File: src/rtl/dpx_pkg.sv
`timescale 1ns/1ps
package dpx_pkg;
  localparam int unsigned DPX_W = 18;
  localparam int unsigned DPX_NDIR = 2;

  typedef struct packed {
    logic oe_n;
    logic le;
    logic dclk;
    logic cen_n;
  } dpx_ctrl_t;
endpackage

File: src/rtl/dpx_fall_det.sv
`timescale 1ns/1ps
module dpx_fall_det (
  input  logic clk,
  input  logic rst,
  input  logic dclk_i,
  output logic fall_o
);
  logic prev_q;

  always_ff @(posedge clk) begin
    if (rst) prev_q <= 1'b0;
    else     prev_q <= dclk_i;
  end

  assign fall_o = prev_q & ~dclk_i;

  AST_FALL_AFTER_HIGH: assert property (@(posedge clk) disable iff (rst)
    !$past(rst) && fall_o |-> $past(dclk_i));
endmodule

File: src/rtl/dpx_store.sv
`timescale 1ns/1ps
module dpx_store #(
  parameter int unsigned W = dpx_pkg::DPX_W
) (
  input  logic         clk,
  input  logic         rst,
  input  logic [W-1:0] d_i,
  input  logic         le_i,
  input  logic         fall_i,
  input  logic         cen_n_i,
  output logic [W-1:0] q_o
);
  logic load;

  assign load = le_i | (fall_i & ~cen_n_i);

  always_ff @(posedge clk) begin
    if (rst)       q_o <= '0;
    else if (load) q_o <= d_i;
  end

  AST_TRANSPARENT: assert property (@(posedge clk) disable iff (rst)
    !$past(rst) && $past(le_i) |-> q_o == $past(d_i));
  AST_EDGE_LOAD: assert property (@(posedge clk) disable iff (rst)
    !$past(rst) && !$past(le_i) && $past(fall_i) && !$past(cen_n_i) |-> q_o == $past(d_i));
  AST_HOLD_NO_EDGE: assert property (@(posedge clk) disable iff (rst)
    !$past(rst) && !$past(le_i) && !$past(fall_i) |-> $stable(q_o));
  AST_CEN_BLOCKS: assert property (@(posedge clk) disable iff (rst)
    !$past(rst) && !$past(le_i) && $past(cen_n_i) |-> $stable(q_o));
  AST_RESET_CLEAR: assert property (@(posedge clk)
    rst |=> q_o == '0);
endmodule

File: src/rtl/dpx_dir.sv
`timescale 1ns/1ps
module dpx_dir #(
  parameter int unsigned W = dpx_pkg::DPX_W
) (
  input  logic                clk,
  input  logic                rst,
  input  logic [W-1:0]        d_i,
  input  dpx_pkg::dpx_ctrl_t  ctrl_i,
  output logic [W-1:0]        q_o,
  output logic                den_o
);
  logic fall;

  dpx_fall_det i_fall (
    .clk    (clk),
    .rst    (rst),
    .dclk_i (ctrl_i.dclk),
    .fall_o (fall)
  );

  dpx_store #(.W(W)) i_store (
    .clk     (clk),
    .rst     (rst),
    .d_i     (d_i),
    .le_i    (ctrl_i.le),
    .fall_i  (fall),
    .cen_n_i (ctrl_i.cen_n),
    .q_o     (q_o)
  );

  always_ff @(posedge clk) begin
    if (rst) den_o <= 1'b0;
    else     den_o <= ~ctrl_i.oe_n;
  end

  AST_HIZ_WHEN_OFF: assert property (@(posedge clk) disable iff (rst)
    $past(ctrl_i.oe_n) |-> !den_o);
  AST_DRIVE_WHEN_ON: assert property (@(posedge clk) disable iff (rst)
    !$past(rst) && !$past(ctrl_i.oe_n) |-> den_o);
  AST_RESET_OFF: assert property (@(posedge clk)
    rst |=> !den_o);
endmodule

File: src/rtl/dual_path_xcvr.sv
`timescale 1ns/1ps
module dual_path_xcvr #(
  parameter int unsigned W = dpx_pkg::DPX_W
) (
  input  logic         clk,
  input  logic         rst,
  input  logic [W-1:0] a_in,
  input  logic [W-1:0] b_in,
  input  logic         ab_oe_n,
  input  logic         ab_le,
  input  logic         ab_clk,
  input  logic         ab_cen_n,
  input  logic         ba_oe_n,
  input  logic         ba_le,
  input  logic         ba_clk,
  input  logic         ba_cen_n,
  output logic [W-1:0] b_out,
  output logic         b_den,
  output logic [W-1:0] a_out,
  output logic         a_den
);
  localparam int unsigned NDIR = dpx_pkg::DPX_NDIR;

  logic [NDIR-1:0][W-1:0]         din;
  logic [NDIR-1:0][W-1:0]         dout;
  logic [NDIR-1:0]                den;
  dpx_pkg::dpx_ctrl_t [NDIR-1:0]  ctrl;

  // index 0: A to B, index 1: B to A
  assign din[0]  = a_in;
  assign din[1]  = b_in;
  assign ctrl[0] = '{oe_n: ab_oe_n, le: ab_le, dclk: ab_clk, cen_n: ab_cen_n};
  assign ctrl[1] = '{oe_n: ba_oe_n, le: ba_le, dclk: ba_clk, cen_n: ba_cen_n};

  for (genvar g = 0; g < NDIR; g++) begin : g_dir
    dpx_dir #(.W(W)) i_dir (
      .clk    (clk),
      .rst    (rst),
      .d_i    (din[g]),
      .ctrl_i (ctrl[g]),
      .q_o    (dout[g]),
      .den_o  (den[g])
    );
  end

  assign b_out = dout[0];
  assign b_den = den[0];
  assign a_out = dout[1];
  assign a_den = den[1];

  AST_PATH_ISOLATION: assert property (@(posedge clk) disable iff (rst)
    !$past(rst) && !$past(ab_le) && $past(ab_cen_n) |-> $stable(b_out));
endmodule

File: config.mk
export PLATFORM = sky130hd
export DESIGN_NAME = dual_path_xcvr
export DESIGN_NICKNAME = d
export VERILOG_FILES = /design/src/rtl/dpx_pkg.sv /design/src/rtl/dpx_fall_det.sv /design/src/rtl/dpx_store.sv /design/src/rtl/dpx_dir.sv /design/src/rtl/dual_path_xcvr.sv
export SDC_FILE = /design/constraint.sdc
export NUM_CORES = 1
export LEC_CHECK = 0
export BUFFER_PORTS_ARGS = -buffer_cell sky130_fd_sc_hd__buf_4
export CORE_ASPECT_RATIO = 0.8
export CORE_UTILIZATION = 45
export CTS_CLUSTER_DIAMETER = 60
export DETAILED_ROUTE_END_ITERATION = 7
export GPL_TIMING_DRIVEN = 0
export PLACE_DENSITY_LB_ADDON = 0.25
export SYNTH_ARGS = -nofsm -noshare
export SYNTH_HDL_FRONTEND = slang
export SYNTH_SLANG_ARGS = --single-unit
File: constraint.sdc
create_clock -name clk -period 1.3 [get_ports clk]
set_clock_uncertainty 0.1 [all_clocks]
set_input_delay 0.065 -clock clk [delete_from_list [all_inputs] [get_ports clk]]
set_output_delay 0.065 -clock clk [all_outputs]
set_load 0.02 [all_outputs]
**After elaboration in Yosys (flattened, before gate mapping)**

Cells that the tools add are included.

- Bits in registers: 40
- Output and inout port bits: 38
- Word-level logic and storage cells: 18

- Bitwise logic cells: 12

Operators by type and width:

| kind | count |
|---|---|
| NOT 1 bit | 6 |
| bitwise AND 1 bit | 4 |
| bitwise OR 1 bit | 2 |

**Longest topological paths before layout**

- Depth in word-level cells: 4
- Depth in mapped cells: 5
- Depth with buffers taken out: 3

**Hierarchy**

From an unflattened synthesis, not the netlist that was laid out.

- Cells, all modules: 168
- Area total of the unflattened synthesis: 1759.2 µm²

Modules (own cells, without submodules):

| module | times used | cells each | area each (µm²) | sequential area each (µm²) |
|---|---|---|---|---|
| dpx_store | 2 | 79 | 820.8 | 360.3 |
| dpx_fall_det | 2 | 3 | 35.0 | 20.0 |
| dpx_dir | 2 | 2 | 23.8 | 20.0 |

**Worst setup path before layout**

OpenSTA, ideal clock, no wires.

- Path type: register to register
- Start: register g_dir[0].i_dir.i_fall.prev_q
- End: register g_dir[0].i_dir.i_store.q_o[0]
- Arrival: 1014 ps
- Setup slack: 114 ps
- Cell stages (with the launch flop): 5
- Buffers on the path: 1
- Cell sequence: dfxtp_1 nor3b_4 nor2_4 buf_8 mux2i_1

- Word-level cells in the longest chain between the ends: 3

RTL lines:

| item | RTL line | source |
|---|---|---|
| from (decl) | dpx_fall_det.sv:8 | `logic prev_q;` |
| from (signal assigned) | dpx_fall_det.sv:12 | `else prev_q <= dclk_i;` |
| bitwise AND 1 bit | dpx_fall_det.sv:15 | `assign fall_o = prev_q & ~dclk_i;` |
| bitwise AND 1 bit | dpx_store.sv:15 | `assign load = le_i \| (fall_i & ~cen_n_i);` |
| bitwise OR 1 bit | dpx_store.sv:15 |  |
| to (signal assigned) | dpx_store.sv:19 | `else if (load) q_o <= d_i;` |
| to (decl) | dpx_store.sv:11 | `output logic [W-1:0] q_o` |

Every way passes these cells.
A chain may end at the register's enable or synchronous reset.

**Worst setup path after layout**

- Start: input port ab_clk
- End: register g_dir[0].i_dir.i_store.q_o[10]

- Word-level cells in the longest chain between the ends: 4

RTL lines:

| item | RTL line | source |
|---|---|---|
| from (decl) | dual_path_xcvr.sv:11 | `input logic ab_clk,` |
| NOT 1 bit | dpx_fall_det.sv:15 |  |
| bitwise AND 1 bit | dpx_fall_det.sv:15 |  |
| bitwise AND 1 bit | dpx_store.sv:15 |  |
| bitwise OR 1 bit | dpx_store.sv:15 |  |

Every way passes these cells.

==> summary.md <==
| Metric | Value |
|---|---|
| Share of layout cells above drive strength 1 | `0.323` |
| Initial antenna violation count | `0` |
| Min Tclk post-route | `1.26 ns` |
| First-pass GRT wire length | `7.65 mm` |
| Via density per instance | `4.72` |
| Leading area contributor after synthesis | `dfxtp_1` |
| Die Height | `57.5 um` |
| Number of flops mapped to enable cells by yosys | `0` |
| Uppermost routed layer | `met4` |
| Post-Syn Instances | `167` |
| Overall power | `2.85 mW` |
| WS Path Type | `input pin to register` |
| # diodes | `0` |
| Drc violations | `0` |
| Sequential area share after synthesis | `0.461` |
| Arrival @ worst endpoint | `1.34 ns` |
| Gate power share | `0.235` |
| M1 wire length | `1.97 mm` |
| Share of the synthesized area in the top cell type | `0.461` |
| Ports | `84` |
| Synth warn | `0` |
| Via Count | `1,615` |
| Overflow after GRT | `0` |
| Post-synth top flop | `dfxtp_1` |
| CP Launch Type | `input pin` |
| Mux share of post-synthesis cell area | `0.208` |
| Area grow syn2layout | `68.3%` |
| Final Routed Wirelength | `4.68 mm` |
| H-tree depth | `2` |
| Max-Cap Viols | `0` |
| CTS tree | `built` |
| RePlAce Congestion | `0.687` |
| Deepest clock path buffer count | `2` |
| Synth async-reset ratio | `0` |
| Pwr per Cell Area | `977 mW/mm^2` |
| CP endpoint kind | `register` |
| Commonest cells in the netlist | `72 x nand2b_1, 40 x dfxtp_1, 36 x mux2i_1` |
| Row Count | `19` |
| Peak VDD IR | `0.739 mV` |
| Worst slew pin tran | `0.388 ns` |
| Largest net degree at the start of global routing | `12` |
| Compound-Gate Fraction of Synth Area | `0.00288` |
| Largest family of logic cells by synthesized area | `simple AND/OR/NAND/NOR gates` |
| Final #Nets | `345` |
| Register area | `801 um^2` |
| Final hold vios | `0` |
| Setup Viol. Count Final | `0` |
| Core Util, Final | `0.819` |
| Post-Synth Simple-Gate Area | `0.291` |
| Leak pwr | `1.36 nW` |
| Sequential share of power | `0.473` |
| Maximum clock frequency | `0.792 GHz` |
| Crit Path Max Fanout | `5` |
| NetSw | `730 uW` |
| Fillers | `233` |
| Root Driver | `clkbuf_8` |
| Clock transition at path regs | `0.07 ns` |
| Max Transition Viols Final | `0` |
| XOR/XNOR Fraction of Synth Area | `0` |
| Multi-input logic area | `870 um^2` |
| Vias in the first global route | `1,703` |
| Mapped Nets | `213` |
| Pre-CTS setup slack | `-0.0181 ns` |
| TritonRoute pass-1 iters | `4` |
| Core area | `0.00357 mm^2` |
| Worst Hold Class | `input pin to register` |
| Switch share | `0.256` |
| Ranking of synthesized cells by area | `dfxtp_1 46%, nand2b_1 26%, mux2i_1 21%` |
| Power Internal | `2.12 mW` |
| Clk sinks | `40` |
| Most common cell in the netlist | `nand2b_1` |
| Outcome | `finished clean` |
| Final worst setup slack | `0.0377 ns` |
| Die area | `0.00411 mm^2` |
| Clock power frac | `0.291` |
| Gr usage total | `0.244` |
| Die X | `71.4 um` |
| Cts bufs inserted | `5` |
| Synth Register Bits | `40` |
| Post-DP HPWL | `2.86 mm` |
| Routed Antenna Nets | `0` |
| Initial cell density of the core | `0.487` |
| WL/cell | `13.7 um` |
| Syn Area/Cell | `10.4 um^2` |
| Mapped cell area | `0.00174 mm^2` |
| Fraction of the cycle the final worst path needs | `0.971` |
| Clock latency on the worst-skew pair | `0.28 ns` |
| Slew Limit Headroom | `0.741` |
| Wire length on met2 | `2.33 mm` |
| Synth cell types | `13` |
| DR iter-0 viols | `57` |
| Port-buffer cells | `82` |
| Post-Synth Adder-Cell Area | `0` |
| Routed wl met3 | `273 um` |
| RSZ-0062 raised after global routing | `no` |
| CP required | `1.38 ns` |
==> routing by layer <==
layer | vias to the layer above | GRT usage
met5 | - | 0
met4 | 0 | 0.0886
met3 | 13 | 0.0742
met2 | 57 | 0.445
met1 | 748 | 0.268
li1 | 797 | -
==> worst paths after layout <==
| check | startpoint | end | slack, ns | cells after the start |
|---|---|---|---|---|
| worst min-delay path | rst | g_dir[0].i_dir.den_o | 0.04 | 2 |
| worst max register to register | g_dir[1].i_dir.i_fall.prev_q | g_dir[1].i_dir.i_store.q_o[5] | 0.09 | 4 |
| worst min register to register | g_dir[1].i_dir.i_store.q_o[10] | g_dir[1].i_dir.i_store.q_o[10] | 0.38 | 2 |
| worst max-delay path | ab_clk | g_dir[0].i_dir.i_store.q_o[10] | 0.04 | 6 |
==> placed cells by master (no fill, tap or decap) <==
master	synthesis	layout
a21oi_1	1	1
buf_2	1	1
buf_4	1	85
buf_6	1	2
buf_8	1	1
clkbuf_1	7	9
clkbuf_8	0	6
dfxtp_1	40	40
dlygate4sd3_1	0	40
mux2i_1	36	36
nand2b_1	72	72
nor2_1	3	3
nor2_4	1	1
nor2b_1	2	2
nor3b_4	1	1
==> critical path, cell delays in order <==
cell and delay [ns]:
dlygate4sd3_1 0.54, buf_4 0.15, nor3b_4 0.22, nor2_4 0.08
buf_4 0.17, mux2i_1 0.12
==> per-stage QoR <==
step | instances | hold WS, ns | instance area (um^2) | setup TNS [ns]
finish | 342 | 0.0430 | 2920 | 0
global route | 342 | 0.0575 | 2920 | 0
CTS | 341 | 0.0449 | 2910 | 0
detailed placement | 291 | 0.124 | 2400 | -0.0524
global placement | 291 | 0.122 | 2400 | -0.00207
floorplan | 167 | 0.0317 | 1740 | 0
==> power groups by stage <==
stage / clock network (mW) / registers, mW / logic [mW]
6_report: 0.832 / 1.35 / 0.672
4_1_cts: 0.846 / 1.35 / 0.660
5_1_grt: 0.918 / 1.36 / 0.716
3_5_place_dp: 0 / 1.38 / 0.557
3_3_place_gp: 0 / 1.37 / 0.552
2_1_floorplan: 0 / 1.47 / 0.199
==> cells by family after synthesis <==
group,count (synthesis)
flip-flops,40
AO/OA/AOI/OAI,1
multiplexers,36
AND/OR/NAND/NOR,79
buffers and inverters,11
==> flip-flops by register name (all words and copies together) (netlist names) <==
register	flops
g_dir.i_dir.i_fall.prev_q	2
g_dir.i_dir.den_o	2
g_dir.i_dir.i_store.q_o	36
==> timing repair <==
item,CTS,global route
hold buffers,40,0
endpoints found under the hold margin,40,0
buffers inserted,2,1
pin swaps,1,0
resized for setup,0,1
endpoints found under the setup margin,10,9
==> final cells by class <==
class	instances	share of cell area
Multi-Input combinational cell	116	0.298
Buffer	11	0.0236
Tap cell	42	0.0180
Timing Repair Buffer	125	0.356
Clock buffer	8	0.0308
Sequential cell	40	0.274
(Power assumes the default switching activity.)
